==> src/rtl/rxlock_pkg.sv <==
package rxlock_pkg;

  typedef struct packed {
    logic sevenBits;
    logic parityEn;
    logic parityOdd;
    logic twoStop;
  } rxCfg_t;

  typedef struct packed {
    logic startFrame;
    logic shiftBit;
    logic capParity;
    logic checkFrame;
  } rxStrobe_t;

  typedef enum logic [2:0] {
    ST_IDLE,
    ST_START,
    ST_DATA,
    ST_PARITY,
    ST_STOP1,
    ST_STOP2
  } rxState_t;

endpackage

==> src/rtl/rxlock_ctrl.sv <==
module rxlock_ctrl
  import rxlock_pkg::*;
#(
  parameter int OVERSAMPLE = 16,
  parameter int DATA_MAX   = 8
) (
  input  logic      clk,
  input  logic      rstN,
  input  logic      sampleTick,
  input  logic      lineSync,
  input  logic      anyErr,
  input  rxCfg_t    cfgIn,
  output logic      cfgSeven,
  output logic      cfgParEn,
  output logic      cfgParOdd,
  output rxStrobe_t stb
);

  localparam int TICK_W = $clog2(OVERSAMPLE);
  localparam int BIT_W  = $clog2(DATA_MAX);

  rxState_t          state;
  logic [TICK_W-1:0] tickCnt;
  logic [BIT_W-1:0]  bitCnt;
  rxCfg_t            cfgQ;
  logic              fullTick;
  logic              halfTick;
  logic [BIT_W-1:0]  lastBit;

  assign fullTick = (tickCnt == TICK_W'(OVERSAMPLE - 1));
  assign halfTick = (tickCnt == TICK_W'(OVERSAMPLE / 2 - 1));
  assign lastBit  = cfgQ.sevenBits ? BIT_W'(DATA_MAX - 2) : BIT_W'(DATA_MAX - 1);

  assign cfgSeven  = cfgQ.sevenBits;
  assign cfgParEn  = cfgQ.parityEn;
  assign cfgParOdd = cfgQ.parityOdd;

  // Strobes to the datapath, each one clock wide on a sample tick
  always_comb begin
    stb            = '0;
    stb.startFrame = (state == ST_IDLE)   && sampleTick && !lineSync && !anyErr;
    stb.shiftBit   = (state == ST_DATA)   && sampleTick && fullTick;
    stb.capParity  = (state == ST_PARITY) && sampleTick && fullTick;
    stb.checkFrame = (state == ST_STOP1)  && sampleTick && fullTick;
  end

  always_ff @(posedge clk or negedge rstN) begin
    if (!rstN) begin
      state   <= ST_IDLE;
      tickCnt <= '0;
      bitCnt  <= '0;
      cfgQ    <= '0;
    end else if (sampleTick) begin
      case (state)
        ST_IDLE: begin
          if (stb.startFrame) begin
            state   <= ST_START;
            tickCnt <= '0;
            cfgQ    <= cfgIn;
          end
        end
        ST_START: begin
          if (halfTick) begin
            tickCnt <= '0;
            bitCnt  <= '0;
            state   <= lineSync ? ST_IDLE : ST_DATA;
          end else begin
            tickCnt <= tickCnt + TICK_W'(1);
          end
        end
        ST_DATA: begin
          if (fullTick) begin
            tickCnt <= '0;
            if (bitCnt == lastBit) begin
              state <= cfgQ.parityEn ? ST_PARITY : ST_STOP1;
            end else begin
              bitCnt <= bitCnt + BIT_W'(1);
            end
          end else begin
            tickCnt <= tickCnt + TICK_W'(1);
          end
        end
        ST_PARITY: begin
          if (fullTick) begin
            tickCnt <= '0;
            state   <= ST_STOP1;
          end else begin
            tickCnt <= tickCnt + TICK_W'(1);
          end
        end
        ST_STOP1: begin
          if (fullTick) begin
            tickCnt <= '0;
            state   <= cfgQ.twoStop ? ST_STOP2 : ST_IDLE;
          end else begin
            tickCnt <= tickCnt + TICK_W'(1);
          end
        end
        ST_STOP2: begin
          if (fullTick) begin
            tickCnt <= '0;
            state   <= ST_IDLE;
          end else begin
            tickCnt <= tickCnt + TICK_W'(1);
          end
        end
        default: state <= ST_IDLE;
      endcase
    end
  end

endmodule

==> src/rtl/rxlock_dpath.sv <==
module rxlock_dpath
  import rxlock_pkg::*;
#(
  parameter int DATA_MAX = 8
) (
  input  logic                clk,
  input  logic                rstN,
  input  logic                rxLine,
  input  rxStrobe_t           stb,
  input  logic                cfgSeven,
  input  logic                cfgParEn,
  input  logic                cfgParOdd,
  input  logic                rdStrobe,
  input  logic                clrOverrun,
  input  logic                clrParity,
  input  logic                clrFraming,
  output logic                lineSync,
  output logic                anyErr,
  output logic [DATA_MAX-1:0] rxData,
  output logic                dataFull,
  output logic                errOverrun,
  output logic                errParity,
  output logic                errFraming
);

  logic [1:0]          syncReg;
  logic [DATA_MAX-1:0] shiftReg;
  logic [DATA_MAX-1:0] wordNow;
  logic                parBit;
  logic                parFail;
  logic                stopFail;

  assign lineSync = syncReg[1];
  assign anyErr   = errOverrun | errParity | errFraming;
  assign wordNow  = cfgSeven ? {1'b0, shiftReg[DATA_MAX-1:1]} : shiftReg;
  assign parFail  = cfgParEn && (^wordNow ^ parBit ^ cfgParOdd);
  assign stopFail = !lineSync;

  always_ff @(posedge clk or negedge rstN) begin
    if (!rstN) syncReg <= 2'b11;
    else       syncReg <= {syncReg[0], rxLine};
  end

  always_ff @(posedge clk or negedge rstN) begin
    if (!rstN) begin
      shiftReg <= '0;
      parBit   <= 1'b0;
    end else begin
      if (stb.shiftBit)  shiftReg <= {lineSync, shiftReg[DATA_MAX-1:1]};
      if (stb.capParity) parBit   <= lineSync;
    end
  end

  // Flags: a set from the frame check overrides a clear in the same cycle
  always_ff @(posedge clk or negedge rstN) begin
    if (!rstN) begin
      rxData     <= '0;
      dataFull   <= 1'b0;
      errOverrun <= 1'b0;
      errParity  <= 1'b0;
      errFraming <= 1'b0;
    end else begin
      if (rdStrobe)   dataFull   <= 1'b0;
      if (clrOverrun) errOverrun <= 1'b0;
      if (clrParity)  errParity  <= 1'b0;
      if (clrFraming) errFraming <= 1'b0;
      if (stb.checkFrame) begin
        if (dataFull) errOverrun <= 1'b1;
        if (parFail)  errParity  <= 1'b1;
        if (stopFail) errFraming <= 1'b1;
        if (!dataFull && !parFail && !stopFail) begin
          dataFull <= 1'b1;
          rxData   <= wordNow;
        end
      end
    end
  end

endmodule

==> src/rtl/rxlock_top.sv <==
module rxlock_top
  import rxlock_pkg::*;
#(
  parameter int OVERSAMPLE = 16,
  parameter int DATA_MAX   = 8
) (
  input  logic                clk,
  input  logic                rstN,
  input  logic                rxLine,
  input  logic                sampleTick,
  input  logic                cfgSevenBits,
  input  logic                cfgParityEn,
  input  logic                cfgParityOdd,
  input  logic                cfgTwoStop,
  input  logic                rdStrobe,
  input  logic                clrOverrun,
  input  logic                clrParity,
  input  logic                clrFraming,
  input  logic                intEnable,
  output logic [DATA_MAX-1:0] rxData,
  output logic                dataFull,
  output logic                errOverrun,
  output logic                errParity,
  output logic                errFraming,
  output logic                irqRxData,
  output logic                irqRxErr
);

  rxStrobe_t stb;
  rxCfg_t    cfgIn;
  logic      lineSync;
  logic      anyErr;
  logic      cfgSeven;
  logic      cfgParEn;
  logic      cfgParOdd;

  assign cfgIn = '{sevenBits: cfgSevenBits, parityEn: cfgParityEn,
                   parityOdd: cfgParityOdd, twoStop: cfgTwoStop};

  rxlock_ctrl #(.OVERSAMPLE(OVERSAMPLE), .DATA_MAX(DATA_MAX)) u_ctrl (
    .clk       (clk),
    .rstN      (rstN),
    .sampleTick(sampleTick),
    .lineSync  (lineSync),
    .anyErr    (anyErr),
    .cfgIn     (cfgIn),
    .cfgSeven  (cfgSeven),
    .cfgParEn  (cfgParEn),
    .cfgParOdd (cfgParOdd),
    .stb       (stb)
  );

  rxlock_dpath #(.DATA_MAX(DATA_MAX)) u_dpath (
    .clk       (clk),
    .rstN      (rstN),
    .rxLine    (rxLine),
    .stb       (stb),
    .cfgSeven  (cfgSeven),
    .cfgParEn  (cfgParEn),
    .cfgParOdd (cfgParOdd),
    .rdStrobe  (rdStrobe),
    .clrOverrun(clrOverrun),
    .clrParity (clrParity),
    .clrFraming(clrFraming),
    .lineSync  (lineSync),
    .anyErr    (anyErr),
    .rxData    (rxData),
    .dataFull  (dataFull),
    .errOverrun(errOverrun),
    .errParity (errParity),
    .errFraming(errFraming)
  );

  assign irqRxData = intEnable & dataFull;
  assign irqRxErr  = intEnable & anyErr;

endmodule

==> config.mk <==
export PLATFORM = sky130hd
export DESIGN_NAME = rxlock_top
export DESIGN_NICKNAME = d
export VERILOG_FILES = /design/src/rtl/rxlock_pkg.sv /design/src/rtl/rxlock_ctrl.sv /design/src/rtl/rxlock_dpath.sv /design/src/rtl/rxlock_top.sv
export SDC_FILE = /design/constraint.sdc
export NUM_CORES = 1
export LEC_CHECK = 0
export ABC_AREA = 1
export BUFFER_PORTS_ARGS = -buffer_cell sky130_fd_sc_hd__buf_2
export CORE_UTILIZATION = 51
export CTS_CLUSTER_SIZE = 24
export DETAILED_ROUTE_END_ITERATION = 7
export GPL_ROUTABILITY_DRIVEN = 1
export PLACE_DENSITY = 0.85
export SYNTH_ARGS = -nofsm -noshare
export SYNTH_HDL_FRONTEND = slang
export SYNTH_SLANG_ARGS = --single-unit
==> constraint.sdc <==
create_clock -name clk -period 1.7 [get_ports clk]
set_input_delay 0.51 -clock clk [delete_from_list [all_inputs] [get_ports clk]]
set_output_delay 0.51 -clock clk [all_outputs]
set_load 0.02 [all_outputs]
==> impl_metrics.ini <==
[power_and_ir_drop]
power.share.clock_pct = 18.0
internal-power_mw = 2.038
power.density_nw_per_um2 = 1337
combPwrFrac_pct = 47.4
ir_worst_vdd_v = 0.0006895
p_sw_mw = 1.442
p_seq_share_pct = 34.5
switching_share_pct = 41.44
total_leakage_power_nw = 1.392

[final_layout]
antennaDiodeCount = 0
seqCellArea_um2 = 933.4
syn_to_final_growth_pct = 32.48
drive_gt1_share_pct = 37.42
multi_input_area_um2 = 1022
fin_nets = 333
n_fill_cell = 284
fin_util_pct = 70.56

[detailed_routing]
drt.antenna.violating_nets = 0
drc = 0
firstDrtPassIters = 4
wl_per_cell_um = 12.90
via_per_inst = 5.164
num_vias = 1890
drtIter0Drc = 125
finalWirelength_um = 4723

[clocking]
cts.hold.buffers_added = 0
cts.root.buffer_cell = clkbuf_8
cts_max_level = 2
cts_tree = done
cts_sinks = 37
clock_latency_ps = 290
cts_buffers = 5
clkTransAtPathRegs_ps = 70
clockBufferDepth = 2

[synth]
yosys.cell_types.count = 31
synth_top_area_cell = dfrtp_1
synthArstFlopShare_pct = 100.0
synth-edff-count = 0
synth_area_per_cell_um2 = 7.614
synth_most_common_cell = nand2_1
synthesis.instances = 258
synth_nets = 273
synthTopCellsByCount = nand2_1 (94), dfrtp_1 (35), inv_1 (33)
syn_area_um2 = 1964
synth_area_leaders = dfrtp_1 (45%), nand2_1 (18%), inv_1 (6.3%), nand3_1 (5.4%), o21ai_0 (4.6%)
ys_seq_area_share_pct = 47.26
ys.flop_type = dfrtp_1
yosys_register_bits = 37
synth_top_area_share_pct = 44.59
synth-warning-count = 0

[timing]
maxSlewHeadroom_pct = 71.87
slew_viol_final = 0
whs_ps = 141.3
period_share_pct = 105.8
layout_min_cycle_time_ps = 1798
setup_viol = 10
fin_skew_ps = 2.441
tightest_slew_ps = 422.0
setup_slack_ps = -97.94
timing.fmax_mhz = 556.2
rsz0062_at_grt = true
hold_violations = 0

[grt]
globalRouteOverflowTotal = 0
grt_pass1_wl_um = 7120
grt_usage_pct = 23.36
grt_max_degree = 22
first_global_vias = 1670
grt_antenna_before_repair = 0

[place]
place.gp.congestion = 0.8731
post-dp-hpwl_um = 3158
dp_slack_ps = -130.0
io_buffer_count = 26

[hold_path]
min_path_type = input pin to asynchronous set/reset pin

[floorplan]
placementRows = 22
dieArea_um2 = 4104
initial_core_util_pct = 53.26
core_um2 = 3689
die_h_um = 64.06
pin_count = 27
dieWidth_um = 64.06

[critical_path]
crit_fanout = 8
worst_setup_path_end_kind = flop
r2r_cells = 14
required_ps = 1940
arrival_ps = 2030
startpoint_type = flop
critical_path_class = flop to flop

[job]
maxCapViolCount = 0

[run_status]
violations = setup timing
outcome = finished, violations left
-- placed cells by master (no fill, tap or decap), types with 4 or more instances in the layout --
| cell | Yosys | routed |
|---|---|---|
| o21ai_0 | 18 | 15 |
| nand2_1 | 94 | 79 |
| nand3_1 | 21 | 19 |
| nand3_2 | 2 | 5 |
| dfrtp_1 | 35 | 31 |
| nor2_1 | 12 | 9 |
| inv_1 | 33 | 28 |
| inv_2 | 2 | 6 |
| a21oi_1 | 6 | 4 |
| clkbuf_8 | 0 | 6 |
| buf_2 | 1 | 25 |
| buf_4 | 0 | 25 |
| dfrtp_2 | 0 | 4 |
| nand2_2 | 3 | 17 |
-- per-stage QoR --
step | area [um^2] | instances | power (mW) | TNS [ps]
final | 2603 | 366 | 3.480 | -824.4
after global routing | 2603 | 366 | 3.712 | -1772
after CTS | 2455 | 363 | 3.228 | 0
after detailed placement | 2320 | 352 | 2.483 | -1154
after global placement | 2320 | 352 | 2.450 | -584.7
after floorplan | 1964 | 258 | 2.040 | 0
-- layer usage --
layer	part of all wire, %	track usage (%)	vias to the layer above
met4	3.6	10.80	0
li1	-	-	948
met2	51	39.10	47
met1	41	28.21	880
met3	3.9	5.714	15
met5	0	0	-
-- kinds of logic after synthesis --
kind of cell | share of synthesized area (%)
flops | 47.26
compound gates | 9.936
buf+inv | 7.707
simple gates | 32.17
mux | 1.656
fa+ha+maj | 1.274
-- final cells by class --
cell class,instances,share of cell area (%)
sequential,37,35.87
clock buffer,7,3.317
multi-input combinational,185,39.28
timing repair buffer,54,14.09
inverter,35,5.144
tap,48,2.308
-- path summary, 6_finish.rpt --
check                              startpoint                   to  slack [ps]
max                           u_ctrl.cfgSeven    u_dpath.rxData[7]        -100
max reg2reg                   u_ctrl.cfgSeven    u_dpath.rxData[7]        -100
min                                      rstN  u_dpath.shiftReg[2]         140
min in group clk                       rxLine   u_dpath.syncReg[0]         310
max in group asynchronous                rstN   u_dpath.syncReg[0]        1030
min reg2reg                u_dpath.syncReg[0]   u_dpath.syncReg[1]         360
-- state kept, by name, summed over array words and instances (netlist names) --
register	count
u_dpath.parBit	1
u_ctrl.cfgQ	1
u_ctrl.tickCnt	4
u_dpath.dataFull	1
u_ctrl.state	3
u_ctrl.cfgSeven	1
u_dpath.errFraming	1
u_ctrl.cfgParEn	1
u_dpath.syncReg	2
u_dpath.errParity	1
u_dpath.errOverrun	1
u_ctrl.cfgParOdd	1
u_ctrl.bitCnt	3
u_dpath.shiftReg	8
u_dpath.rxData	8
-- what timing repair did --
item,CTS,global route
resized for setup,10,44
setup buffers,2,3
endpoints found under the setup margin,10,22
cloned,2,0
pin swaps,7,18
-- power by group through the flow --
stage | Combinational [mW] | Sequential, mW | Clock [mW]
after floorplan | 0.914 | 1.13 | 0
after global placement | 1.27 | 1.18 | 0
after detailed placement | 1.30 | 1.18 | 0
after CTS | 1.42 | 1.16 | 0.642
after global routing | 1.82 | 1.22 | 0.671
final | 1.65 | 1.20 | 0.628
-- critical path, cell delays in order, from the launching register on --
cell and delay [ps]:
dfrtp_2 490, buf_4 170, nand2_1 60, nand2_1 80, nand2_1 90, nand2_1 90, nand2_2 90, nand2_2 60
nand2_2 70, nand2_2 70, nand2_4 70, nand3_4 140, nand2_4 130, nand2_1 60, nand2_1 60
No activity file was read; power rests on OpenSTA's default activity.
